**src/rtl/lpm_pkg.sv**
```systemverilog
package lpm_pkg;
  typedef enum logic [2:0] {
    ST_RUN   = 3'd0,
    ST_SLEEP = 3'd1,
    ST_HOLD  = 3'd2,
    ST_STOP  = 3'd3,
    ST_RAMP  = 3'd4,
    ST_STBY  = 3'd5,
    ST_WRST  = 3'd6
  } lpm_state_e;

  typedef enum logic [1:0] {
    TG_SLEEP = 2'd0,
    TG_STOP  = 2'd1,
    TG_STBY  = 2'd2
  } lpm_tgt_e;
endpackage

```
**src/rtl/lpm_entry.sv**
```systemverilog
module lpm_entry
  import lpm_pkg::*;
(
  input  logic     wait_req,
  input  logic     wait_is_evt,
  input  logic     isr_last_ret,
  input  logic     sleep_on_exit,
  input  logic     deep_i,
  input  logic     pwrdn_i,
  output logic     req,
  output logic     req_evt,
  output lpm_tgt_e tgt
);
  logic auto_req;

  always_comb begin
    auto_req = sleep_on_exit && isr_last_ret;
    req      = wait_req || auto_req;
    // an automatic entry behaves as wait-for-interrupt
    req_evt  = wait_req && wait_is_evt;
    if (!deep_i)      tgt = TG_SLEEP;
    else if (pwrdn_i) tgt = TG_STBY;
    else              tgt = TG_STOP;
  end
endmodule

```
**src/rtl/lpm_ramp.sv**
```systemverilog
module lpm_ramp #(
  parameter int WAKE_DLY = 4
) (
  input  logic clk,
  input  logic rst_n,
  input  logic load,
  input  logic run,
  output logic done
);
  localparam int CW = (WAKE_DLY < 2) ? 1 : $clog2(WAKE_DLY);
  localparam logic [CW-1:0] LOAD_V = CW'(WAKE_DLY - 1);

  logic [CW-1:0] cnt_q, cnt_d;

  always_comb begin
    cnt_d = cnt_q;
    if (load)                  cnt_d = LOAD_V;
    else if (run && cnt_q != '0) cnt_d = cnt_q - 1'b1;
  end

  always_ff @(posedge clk or negedge rst_n) begin
    if (!rst_n) cnt_q <= '0;
    else        cnt_q <= cnt_d;
  end

  assign done = (cnt_q == '0);
endmodule

```
**src/rtl/lpm_edge.sv**
```systemverilog
module lpm_edge #(
  parameter int W = 4
) (
  input  logic         clk,
  input  logic         rst_n,
  input  logic [W-1:0] lvl,
  input  logic [W-1:0] en,
  output logic         hit
);
  logic [W-1:0] prev_q;

  always_ff @(posedge clk or negedge rst_n) begin
    if (!rst_n) prev_q <= '0;
    else        prev_q <= lvl;
  end

  assign hit = |(lvl & ~prev_q & en);
endmodule

```
**src/rtl/lpm_seq.sv**
```systemverilog
module lpm_seq
  import lpm_pkg::*;
#(
  parameter int NWK      = 3,
  parameter int WAKE_DLY = 4
) (
  input  logic           clk,
  input  logic           rst_n,
  input  logic           wait_req,
  input  logic           wait_is_evt,
  input  logic           isr_last_ret,
  input  logic           sleep_on_exit,
  input  logic           deep_i,
  input  logic           pwrdn_i,
  input  logic           lpreg_i,
  input  logic           pend_any,
  input  logic           flash_busy,
  input  logic           bus_busy,
  input  logic           irq_ack,
  input  logic           evt_in,
  input  logic [NWK-1:0] wk_pin,
  input  logic [NWK-1:0] wk_en,
  input  logic           alarm_in,
  input  logic           ext_rst,
  input  logic           wdg_rst,
  output logic [2:0]     state_o,
  output logic           cpu_clk_off,
  output logic           core_clk_off,
  output logic           reg_lp,
  output logic           core_pwr_off,
  output logic           hsi_force,
  output logic           wake_rst
);
  localparam int EW = NWK + 1;

  lpm_state_e state_q, state_d;
  logic       evt_q, evt_d, stby_q, stby_d, lp_q, lp_d, hsi_d;
  logic       req, req_evt, busy, wake_cpu, edge_hit, stby_wake;
  logic       ramp_load, ramp_done;
  lpm_tgt_e   tgt;

  lpm_entry u_entry (
    .wait_req(wait_req), .wait_is_evt(wait_is_evt),
    .isr_last_ret(isr_last_ret), .sleep_on_exit(sleep_on_exit),
    .deep_i(deep_i), .pwrdn_i(pwrdn_i),
    .req(req), .req_evt(req_evt), .tgt(tgt)
  );

  lpm_ramp #(.WAKE_DLY(WAKE_DLY)) u_ramp (
    .clk(clk), .rst_n(rst_n), .load(ramp_load),
    .run(state_q == ST_RAMP), .done(ramp_done)
  );

  lpm_edge #(.W(EW)) u_edge (
    .clk(clk), .rst_n(rst_n),
    .lvl({alarm_in, wk_pin}), .en({1'b1, wk_en}), .hit(edge_hit)
  );

  assign busy      = flash_busy || bus_busy;
  assign wake_cpu  = evt_q ? evt_in : irq_ack;
  assign stby_wake = edge_hit || ext_rst || wdg_rst;
  assign ramp_load = (state_q == ST_STOP) && wake_cpu && lp_q;

  always_comb begin
    state_d = state_q;
    evt_d   = evt_q;
    stby_d  = stby_q;
    lp_d    = lp_q;
    unique case (state_q)
      ST_RUN: if (req) begin
        evt_d  = req_evt;
        lp_d   = lpreg_i;
        stby_d = (tgt == TG_STBY);
        if (tgt == TG_SLEEP)  state_d = ST_SLEEP;
        else if (!pend_any) begin
          if (busy)                state_d = ST_HOLD;
          else if (tgt == TG_STBY) state_d = ST_STBY;
          else                     state_d = ST_STOP;
        end
      end
      ST_HOLD: begin
        if (pend_any)   state_d = ST_RUN;
        else if (!busy) state_d = stby_q ? ST_STBY : ST_STOP;
      end
      ST_SLEEP: if (wake_cpu) state_d = ST_RUN;
      ST_STOP:  if (wake_cpu) state_d = lp_q ? ST_RAMP : ST_RUN;
      ST_RAMP:  if (ramp_done) state_d = ST_RUN;
      ST_STBY:  if (stby_wake) state_d = ST_WRST;
      ST_WRST:  state_d = ST_RUN;
      default:  state_d = ST_RUN;
    endcase
    hsi_d = (state_d == ST_RUN) &&
            ((state_q == ST_STOP) || (state_q == ST_RAMP));
  end

  always_ff @(posedge clk or negedge rst_n) begin
    if (!rst_n) begin
      state_q   <= ST_RUN;
      evt_q     <= 1'b0;
      stby_q    <= 1'b0;
      lp_q      <= 1'b0;
      hsi_force <= 1'b0;
    end else begin
      state_q   <= state_d;
      evt_q     <= evt_d;
      stby_q    <= stby_d;
      lp_q      <= lp_d;
      hsi_force <= hsi_d;
    end
  end

  assign state_o      = state_q;
  assign cpu_clk_off  = (state_q != ST_RUN);
  assign core_clk_off = (state_q == ST_STOP) || (state_q == ST_RAMP) ||
                        (state_q == ST_STBY) || (state_q == ST_WRST);
  assign reg_lp       = (state_q == ST_STOP) && lp_q;
  assign core_pwr_off = (state_q == ST_STBY);
  assign wake_rst     = (state_q == ST_WRST);


  pend_abort_chk: assert property (@(posedge clk) disable iff (!rst_n)
    (state_q == ST_RUN && wait_req && deep_i && pend_any) |=> state_q == ST_RUN);


  hold_busy_chk: assert property (@(posedge clk) disable iff (!rst_n)
    (state_q == ST_HOLD && busy && !pend_any) |=> state_q == ST_HOLD);


  ramp_wait_chk: assert property (@(posedge clk) disable iff (!rst_n)
    (state_q == ST_RAMP && !ramp_done) |=> state_q == ST_RAMP);


  wrst_once_chk: assert property (@(posedge clk) disable iff (!rst_n)
    state_q == ST_WRST |=> state_q == ST_RUN);


  stby_quiet_chk: assert property (@(posedge clk) disable iff (!rst_n)
    (state_q == ST_STBY && !stby_wake) |=> state_q == ST_STBY);


  sleep_step_chk: assert property (@(posedge clk) disable iff (!rst_n)
    state_q == ST_SLEEP |=> (state_q == ST_SLEEP || state_q == ST_RUN));
endmodule

```
**config.mk**
```make
export PLATFORM = sky130hd
export DESIGN_NAME = lpm_seq
export DESIGN_NICKNAME = d
export VERILOG_FILES = /design/src/rtl/lpm_pkg.sv /design/src/rtl/lpm_entry.sv /design/src/rtl/lpm_ramp.sv /design/src/rtl/lpm_edge.sv /design/src/rtl/lpm_seq.sv
export SDC_FILE = /design/constraint.sdc
export NUM_CORES = 1
export LEC_CHECK = 0
export ABC_CLOCK_PERIOD_IN_PS = 3900
export BUFFER_PORTS_ARGS = -buffer_cell sky130_fd_sc_hd__buf_2
export CAP_MARGIN = 10
export CORE_MARGIN = 2
export CORE_UTILIZATION = 49
export CTS_CLUSTER_SIZE = 40
export DETAILED_ROUTE_END_ITERATION = 16
export PLACE_DENSITY = 0.81
export SETUP_SLACK_MARGIN = 0.2
export SYNTH_ARGS = -nofsm -noshare
export SYNTH_HDL_FRONTEND = slang
export SYNTH_HIERARCHICAL = 1
export SYNTH_SLANG_ARGS = --single-unit
```
**constraint.sdc**
```tcl
create_clock -name clk -period 3.9 [get_ports clk]
set_input_delay 0.975 -clock clk [delete_from_list [all_inputs] [get_ports clk]]
set_output_delay 0.975 -clock clk [all_outputs]
set_load 0.02 [all_outputs]
```
* After elaboration in Yosys (flattened, before gate mapping) *
Index checks and enable logic that the tools add are counted.
Widths: inputs -> output; s select.

operators by class
  add/sub/neg operators = 1
  equal/unequal tests = 7
  multiplexer cells = 19
  bitwise logic cells = 3
  reductions and logical operators = 23

operators with widths
  operator             count
  $mux 3               13
  $pmux 3 s6           1
  $eq 3x3->1 const B   3
  $and 4x4->4          2
  $mux 2               4
  $logic_and 1x1->1    7
  $logic_or 1x1->1     7
  $eq 3x2->1 const B   2
  $logic_not 3->1      2
  $logic_not 2->1      2
  $not 4->4            1
  $reduce_bool 2->1    2
  $reduce_or 4->1      1
  $eq 3x1->1 const B   1
  $reduce_bool 3->1    1
  $eq 2x2->1 const B   1
  $reduce_and 2->1     1
  $sub 2x1->2 const B  1
  $mux 1               1

word-level totals
  flip-flop bits (word level) = 13
  input port bits = 23
  output and inout bits = 9
  word-level logic and storage cells = 60

* Depth between registers and ports, before layout *
Gate-level depths: netlist (run 1).

  depth after elaboration = 11
  mapped depth = 6
  gate-level depth less buffers = 6

* Cells and area by module *
Netlist (run 1), hierarchy kept.

by module, submodules not included
  module     instances  cells each  area each (sq um)  sequential area each (sq um)
  lpm_seq    1          52          474.2              175.2
  lpm_edge   1          11          133.9              100.1
  lpm_ramp   1          12          123.9              50.0
  lpm_entry  1          4           30.0               0.0

* Worst setup path before layout (run 1) *
Ideal clock, no wire load.

  kind = register to output
  start point = register state_q[1] (netlist: state_o[1])
  end point = output port wake_rst
  arrival time = 1.163 ns
  data required time = 2.925 ns
  slack = 1.762 ns
  cell stages (with the launch flop) = 4
  buffers on the path = 1
  path through = dfrtp_1 buf_6 inv_1 nor3_1

on the way
  word-level cells in the longest chain between the ends = 1

ends and longest elaborated chain
  item                    RTL line        source
  start, declared         lpm_seq.sv:36   lpm_state_e state_q, state_d;
  start signal, assigned  lpm_seq.sv:104  state_q <= state_d;
  $eq 3x3->1              lpm_seq.sv:118  assign wake_rst = (state_q == ST_WRST);
  end, declared           lpm_seq.sv:32   output logic wake_rst

No other way between the ends.

* Final worst setup path (run 1) *
  start point = register state_q[1] (netlist: state_o[1])
  end point = output port cpu_clk_off

on the way
  word-level cells in the longest chain between the ends = 1

ends and longest elaborated chain
  item               RTL line        source
  $reduce_bool 3->1  lpm_seq.sv:113  assign cpu_clk_off = (state_q != ST_RUN);
  end, declared      lpm_seq.sv:27   output logic cpu_clk_off,

No other way between the ends.

==> results of run 1 <==
==> per-layer routing <==
metal | up-vias | global-route usage (%)
li1 | 340 | -
met4 | 0 | 13.9
met3 | 4 | 2.92
met2 | 30 | 34.3
met5 | - | 0
met1 | 353 | 23.6
==> area by class of cell <==
cell class              instances  area (um^2)  share of cell area, %
well taps                      16         20.0                   2.14
flip-flops and latches         13          325                   34.8
inverters                       6         22.5                   2.41
clock buffers                   4         26.3                   2.81
multi-input cells              57          387                   41.3
repair buffers                 31          155                   16.6
==> path summary, 6_finish.rpt <==
| kind | end |
|---|---|
| worst max-delay path | cpu_clk_off |
| worst min-delay path | lp_q |
| worst max register to register | state_o[1] |
| worst min register to register | lp_q |
| max in group asynchronous | lp_q |
| min in group asynchronous | state_o[1] |
==> sequential cells by signal, summed over array words and instances, names as in the netlist <==
name           count
evt_q              1
hsi_force          1
lp_q               1
state_o            3
stby_q             1
u_edge/prev_q      4
u_ramp/cnt_q       2
==> cells by family after synthesis <==
kind of cell / after synthesis / share of synthesized area [%]
adder cells (fa/ha/maj): 1 / 1.64
AND/OR/NAND/NOR: 36 / 28.1
flip-flops: 13 / 42.7
AO/OA/AOI/OAI: 13 / 12.5
other: 1 / 0.492
multiplexers: 5 / 6.90
buffers and inverters: 9 / 6.57
XOR/XNOR: 1 / 1.15
==> stage by stage <==
step	util (%)	total power, mW	worst slack, ns	hold WS [ns]
after detailed placement	61.1	0.533	1.63	0.496
after global placement	61.1	0.519	1.67	0.498
final	62.9	0.618	1.46	0.516
after floorplan	-	0.464	1.76	0.463
after global routing	62.9	0.658	1.44	0.533
after CTS	62.9	0.618	1.47	0.515
==> layout by cell type, fill, tap and decap left out, types with 2 or more instances in the layout <==
| cell type | n |
|---|---|
| clkbuf_4 | 3 |
| dfrtp_1 | 13 |
| nand3_1 | 2 |
| nor3_1 | 4 |
| o22ai_1 | 2 |
| o21ai_0 | 3 |
| nor2_1 | 5 |
| buf_2 | 31 |
| mux2_2 | 2 |
| inv_1 | 6 |
| mux2i_1 | 3 |
| nand2_1 | 8 |
==> where the power goes <==
part	leakage, nW	switching, mW	internal, mW
clock network	0.0150	0.0459	0.0398
registers	0.161	0.0586	0.180
logic	0.298	0.160	0.134
total	0.474	0.264	0.354
==> key figures, run 1 <==
Outcome
  – Run status: completed

Routing
  – Met1 WL: 694 um
  – DR DRC count: 0
  – Met2 Wirelength: 829 um
  – Met3 wire length: 95 um
  – WL/cell: 13.1 um
  – Via Count: 727
  – Via density: 5.72
  – Number of DRC markers in iteration 0: 13
  – Antenna violation net count after detailed routing: 0
  – Final WL: 1670 um
  – First-pass DRT Iterations: 4
  – Uppermost layer routed: met4

Final layout
  – Layout overhead on the synthesized area: 22.8%
  – Fraction of layout cells with a size suffix above 1: 39.6%
  – Ant diodes: 0
  – Cell area after layout: 936 um^2
  – Cell Count, Final, Fillers Out: 127
  – FILL cells: 137
  – NumNets Final: 136

Critical path
  – CP max-delay cell: dfrtp_1
  – WP data required: 2.92 ns
  – Cell family with most CP delay: flip-flops
  – CP startpoint: state_o[1]
  – R2r setup slk: 2.17 ns
  – Reg2Reg Depth: 3
  – Crit path launch type: register
  – CP cell instances: or3_2 -> buf_2
  – Crit path arrival time: 1.46 ns
  – Instance count on the critical path: 2
  – CP bufs+invs: 1
  – R2R Path Start: state_o[1]
  – Critical Path Sink Type: output port
  – Slowest stage delay, CP: 0.51 ns
  – Worst-path maximum fanout: 12
  – Critical path type: register to output port

Floorplanning
  – CORE AREA: 1490 um^2
  – Initial Util: 51.2%
  – Chip width: 43.4 um
  – Total die area: 1890 um^2
  – Die Height: 43.4 um
  – Row count: 14
  – I/O pin cnt: 32

STA
  – Final hold vios: 0
  – Setup Viol. Count Final: 0
  – Worst Skew: 0.00268 ns
  – Setup TNS: 0 ns
  – RSZ-0062 raised after global routing: false
  – Fin crit period: 2.44 ns
  – Slew @ Worst Pin: 0.519 ns
  – Slew Viols, Final: 0
  – Final period util: 62.5%
  – Slew HR: 64.4%
  – Fmax: 411 MHz

Logic synthesis
  – Primary FF master, synth: dfrtp_1
  – Synthesized Nets: 103
  – Count leader, synth: dfrtp_1
  – Syn avg cell area: 9.65 um^2
  – Yosys warnings: 6
  – Syn Inst Count: 79
  – Post-synth top area share: 42.7%
  – Top cells by area, synth: dfrtp_1 (43%), mux2i_1 (3.9%), nand2_1 (3.9%), buf_6 (3.0%), inv_1 (3.0%)
  – Synth Register Bits: 13
  – Cell taking the most area after synthesis: dfrtp_1
  – Post-synth EDFFs: 0
  – Synth cell types: 40
  – Async set-reset flop share out of synthesis: 100%
  – Synth Cell Area: 762 um^2
  – Post-synth top cells: dfrtp_1 (13), nand2_1 (8), inv_1 (6), nor2_1 (5), nor3_1 (4)
  – Seq/Total Area, Yosys: 42.7%

Global route
  – Largest net degree at the start of global routing: 14
  – Antenna violations before repair: 0
  – GRT Util Overall: 20.3%
  – First-pass GRT wire length: 2790 um
  – Total global routing overflow: 0
  – Number of global-route vias before repair: 691

CTS
  – CTS tree: built
  – Worst-Skew Late Latency: 0.28 ns
  – Worst-path clk slew: 0.08 ns
  – Post-CTS Setup Bufs: 0
  – Root buf cell: clkbuf_4
  – Hold-fix buffers, CTS: 0
  – TritonCTS Buffers: 3
  – Post-CTS sizing: 0
  – H-Tree Depth: 1
  – CTS Sinks: 13
  – Clk buf depth: 2

Placed design
  – Placement Cell Area: 910 um^2
  – Routability cong.: 0.813
  – # port buffers: 31
  – DPL Wire Length: 1280 um
  – Placed Instances: 123

Hold path
  – Hold Path Class: register to register
  – Hold wc startpoint: lp_q
  – Hold Crit Depth: 1

Job
  – Max-Cap Viols: 0

Power
  – Leak: 0.474 nW
  – Power Density: 660 nW/um^2
  – Worst VDD drop: 0.000423 V
Note: power is estimated with default switching activity, not from simulation.
==> run 2, diff against run 1 <==
ABC_AREA = 1   (was unset)
ABC_CLOCK_PERIOD_IN_PS = 2410   (was 3900)
CORE_UTILIZATION = 48   (was 49)
PLACE_DENSITY = 0.77   (was 0.81)
clock period = 2.41 ns   (was 3.9 ns; I/O delays follow)
==> run 2 against run 1 <==
  * Sequential power up 41%
  * Highest routed layer unchanged
  * Cell count up 50%
  * Area after synthesis up 13%
  * Design area up 13%
  * Sequential share of layout area down 4.0 points
  * Worst hold slack worse by 0.33 ns
  * Clock skew up 0.0044 ns
  * Via count up 15%
  * Global-route usage down 1.4 points
==> key figures, run 2 <==
Logic synthesis
  – Post-synth top area share: 37.7% (-5.0 points)
  – Seq/Total Area, Yosys: 37.7% (-5.0 points)
  – Primary FF master, synth: dfrtp_1
  – Post-synth top cells: nand2_1 (40), inv_1 (28), nor2_1 (15), dfrtp_1 (13), nand3_1 (11)
  – Count leader, synth: nand2_1
  – Post-synth EDFFs: 0 (unchanged)
  – Syn avg cell area: 6.54 um^2 (-32%)
  – Synth Cell Area: 863 um^2 (+13%)
  – Async set-reset flop share out of synthesis: 100% (unchanged)
  – Syn Inst Count: 132 (+67%)
  – Synthesized Nets: 156 (+51%)
  – Top cells by area, synth: dfrtp_1 (38%), nand2_1 (17%), inv_1 (12%), nor2_1 (6.5%), nand3_1 (6.4%)
  – Yosys warnings: 6 (unchanged)
  – Synth cell types: 21 (-48%)
  – Cell taking the most area after synthesis: dfrtp_1
  – Synth Register Bits: 13 (unchanged)

Floorplanning
  – Row count: 15 (+1)
  – Initial Util: 50.5% (-0.63 points)
  – CORE AREA: 1710 um^2 (+15%)
  – Chip width: 46.4 um (+6.8%)
  – Total die area: 2150 um^2 (+14%)
  – I/O pin cnt: 32 (unchanged)
  – Die Height: 46.4 um (+6.8%)

STA
  – Final period util: 81.4%
  – Fmax: 510 MHz
  – Fin Hold WS: 0.183 ns (-0.333 ns)
  – Setup TNS: 0 ns (unchanged)
  – Final hold vios: 0 (unchanged)
  – Worst Skew: 0.00707 ns (+0.00439 ns)
  – RSZ-0062 raised after global routing: false
  – Fin crit period: 1.96 ns
  – Setup Viol. Count Final: 0 (unchanged)
  – Slew Viols, Final: 0 (unchanged)

Hold path
  – Hold Path Class: input pin to asynchronous set/reset pin

Power
  – Clock power frac: 17.0% (+3.1 points)
  – Power Density: 797 nW/um^2 (+21%)
  – Internal power: 0.472 mW (+33%)
  – Sequential share of power: 39.8% (+1.3 points)
  – Combinational fraction of design power: 43.2% (-4.4 points)
  – Total power: 0.843 mW (+36%)
  – Psw: 0.371 mW (+40%)
  – Leak: 0.688 nW (+45%)
  – Worst VDD drop: 0.000373 V (-12%)
  – Sw Ratio: 44.0% (+1.2 points)

Final layout
  – Most common cell after layout, fill and taps aside: nand2_1
  – Cell Count, Final, Fillers Out: 190 (+50%)
  – Largest register FFs: 4 (unchanged)
  – Core Util, Final: 61.9% (-0.95 points)
  – Biggest register: u_edge/prev_q
  – NumNets Final: 190 (+40%)
  – Layout overhead on the synthesized area: 22.5%
  – Most frequent cells in the layout: nand2_1 (40), buf_2 (31), inv_1 (28)
  – Area taken by multi-input logic gates: 393 um^2 (+1.6%)
  – Ant diodes: 0 (unchanged)
  – FILL cells: 171 (+25%)
  – FF+latch area: 325 um^2 (unchanged)
  – Fraction of layout cells with a size suffix above 1: 29.7% (-9.9 points)

Critical path
  – Critical path type: register to output port
  – R2R Path Start: state_o[2]
  – Critical Path Sink Type: output port
  – Crit path arrival time: 1.36 ns (-0.10 ns)
  – WP data required: 1.81 ns (-1.11 ns)
  – Slowest stage delay, CP: 0.51 ns (about the same)
  – CP cell instances: nor2_2 -> nand2_1 -> nand4_1 -> buf_2
  – R2r setup slk: 1.15 ns (-1.02 ns)
  – CP bufs+invs: 1 (unchanged)
  – Reg2Reg Depth: 8 (+5)
  – CP max-delay cell: dfrtp_1
  – Crit path launch type: register
  – Worst R2R End: hsi_force
  – Worst-path maximum fanout: 9 (-3)
  – Cell family with most CP delay: flip-flops

Global route
  – Total global routing overflow: 0 (unchanged)
  – Largest net degree at the start of global routing: 14 (unchanged)
  – GRT Util Overall: 18.9% (-1.4 points)
  – Number of global-route vias before repair: 699 (+1.2%)
  – Antenna violations before repair: 0 (unchanged)
  – First-pass GRT wire length: 2820 um (+1.0%)

CTS
  – Hold-fix buffers, CTS: 0 (unchanged)
  – Root buf cell: clkbuf_4
  – Worst-Skew Late Latency: 0.29 ns (about the same)
  – CTS tree: built
  – TritonCTS Buffers: 3 (unchanged)
  – Clk buf depth: 2 (unchanged)
  – Post-CTS Setup Bufs: 0 (unchanged)
  – Post-CTS sizing: 0 (unchanged)
  – Worst-path clk slew: 0.09 ns (about the same)
  – H-Tree Depth: 1 (unchanged)
  – CTS Sinks: 13 (unchanged)

Routing
  – WL/cell: 8.86 um (-33%)
  – Antenna violation net count after detailed routing: 0 (unchanged)
  – DR DRC count: 0 (unchanged)
  – Number of DRC markers in iteration 0: 8 (-5)
  – Via density: 4.42 (-23%)
  – First-pass DRT Iterations: 4 (unchanged)
  – Final WL: 1680 um (+0.90%)
  – Via Count: 839 (+15%)

Placed design
  – Routability cong.: 0.820 (+0.90%)
  – DPL Wire Length: 1390 um (+8.2%)
  – # port buffers: 31 (unchanged)
  – Placed Instances: 186 (+51%)

Job
  – Max-Cap Viols: 0 (unchanged)

Outcome
  – Run status: completed
## run 2: cell types whose count changed in the layout (fill, tap and decap cells not counted), sizes merged, moves of 3 or more
cell / previous run / this run
and2b: 3 / 0
inv: 6 / 33
mux2i: 3 / 0
nand2: 8 / 42
nand3: 2 / 13
nor2: 5 / 20
nor3: 4 / 0
## run 2: worst max-delay path by stage
stage / from / end / slack (ns) / cells after the start
floorplan: state_o[0] / core_clk_off / 0.76 / 4
finish: state_o[0] / core_clk_off / 0.45 / 4
CTS: state_o[0] / core_clk_off / 0.44 / 4
detailed placement: state_o[0] / core_clk_off / 0.77 / 4
global placement: state_o[1] / core_clk_off / 0.83 / 5
global route: state_o[0] / core_clk_off / 0.35 / 4
## run 2: layout make-up
class / count / share of cell area (%)
inverters: 33 / 12.0
clock buffers: 4 / 2.49
well taps: 25 / 2.96
flip-flops and latches: 13 / 30.8
repair buffers: 31 / 14.7
multi-input cells: 84 / 37.2
## run 2: kinds of logic after synthesis
family | Yosys count | synth area share (%)
AND/OR/NAND/NOR | 77 | 39.9
buffers and inverters | 35 | 16.8
flip-flops | 13 | 37.7
adder cells (fa/ha/maj) | 1 | 1.45
AO/OA/AOI/OAI | 5 | 3.77
other | 1 | 0.434
## run 2: metal layers
metal | wire, um | up-vias | track usage, % | part of all wire (%)
li1 | - | 456 | - | -
met1 | 720 | 360 | 23.7 | 43
met2 | 871 | 19 | 29.4 | 52
met3 | 69 | 4 | 4.71 | 4.1
met4 | 23 | 0 | 10.3 | 1.4
met5 | 0 | - | 0 | 0
## run 2: per-stage QoR
step / setup WS, ns / area [um^2]
2_1_floorplan: 0.760 / 863
5_1_grt: 0.349 / 1060
6_report: 0.449 / 1060
3_3_place_gp: 0.826 / 1030
4_1_cts: 0.437 / 1060
3_5_place_dp: 0.773 / 1030
## run 2: power groups by stage
stage                     logic (mW)  clock network [mW]  registers [mW]
after floorplan                0.273                   0           0.339
after global placement         0.360                   0           0.334
after detailed placement       0.367                   0           0.338
after CTS                      0.369               0.149           0.334
after global routing           0.417               0.160           0.343
final                          0.364               0.144           0.336
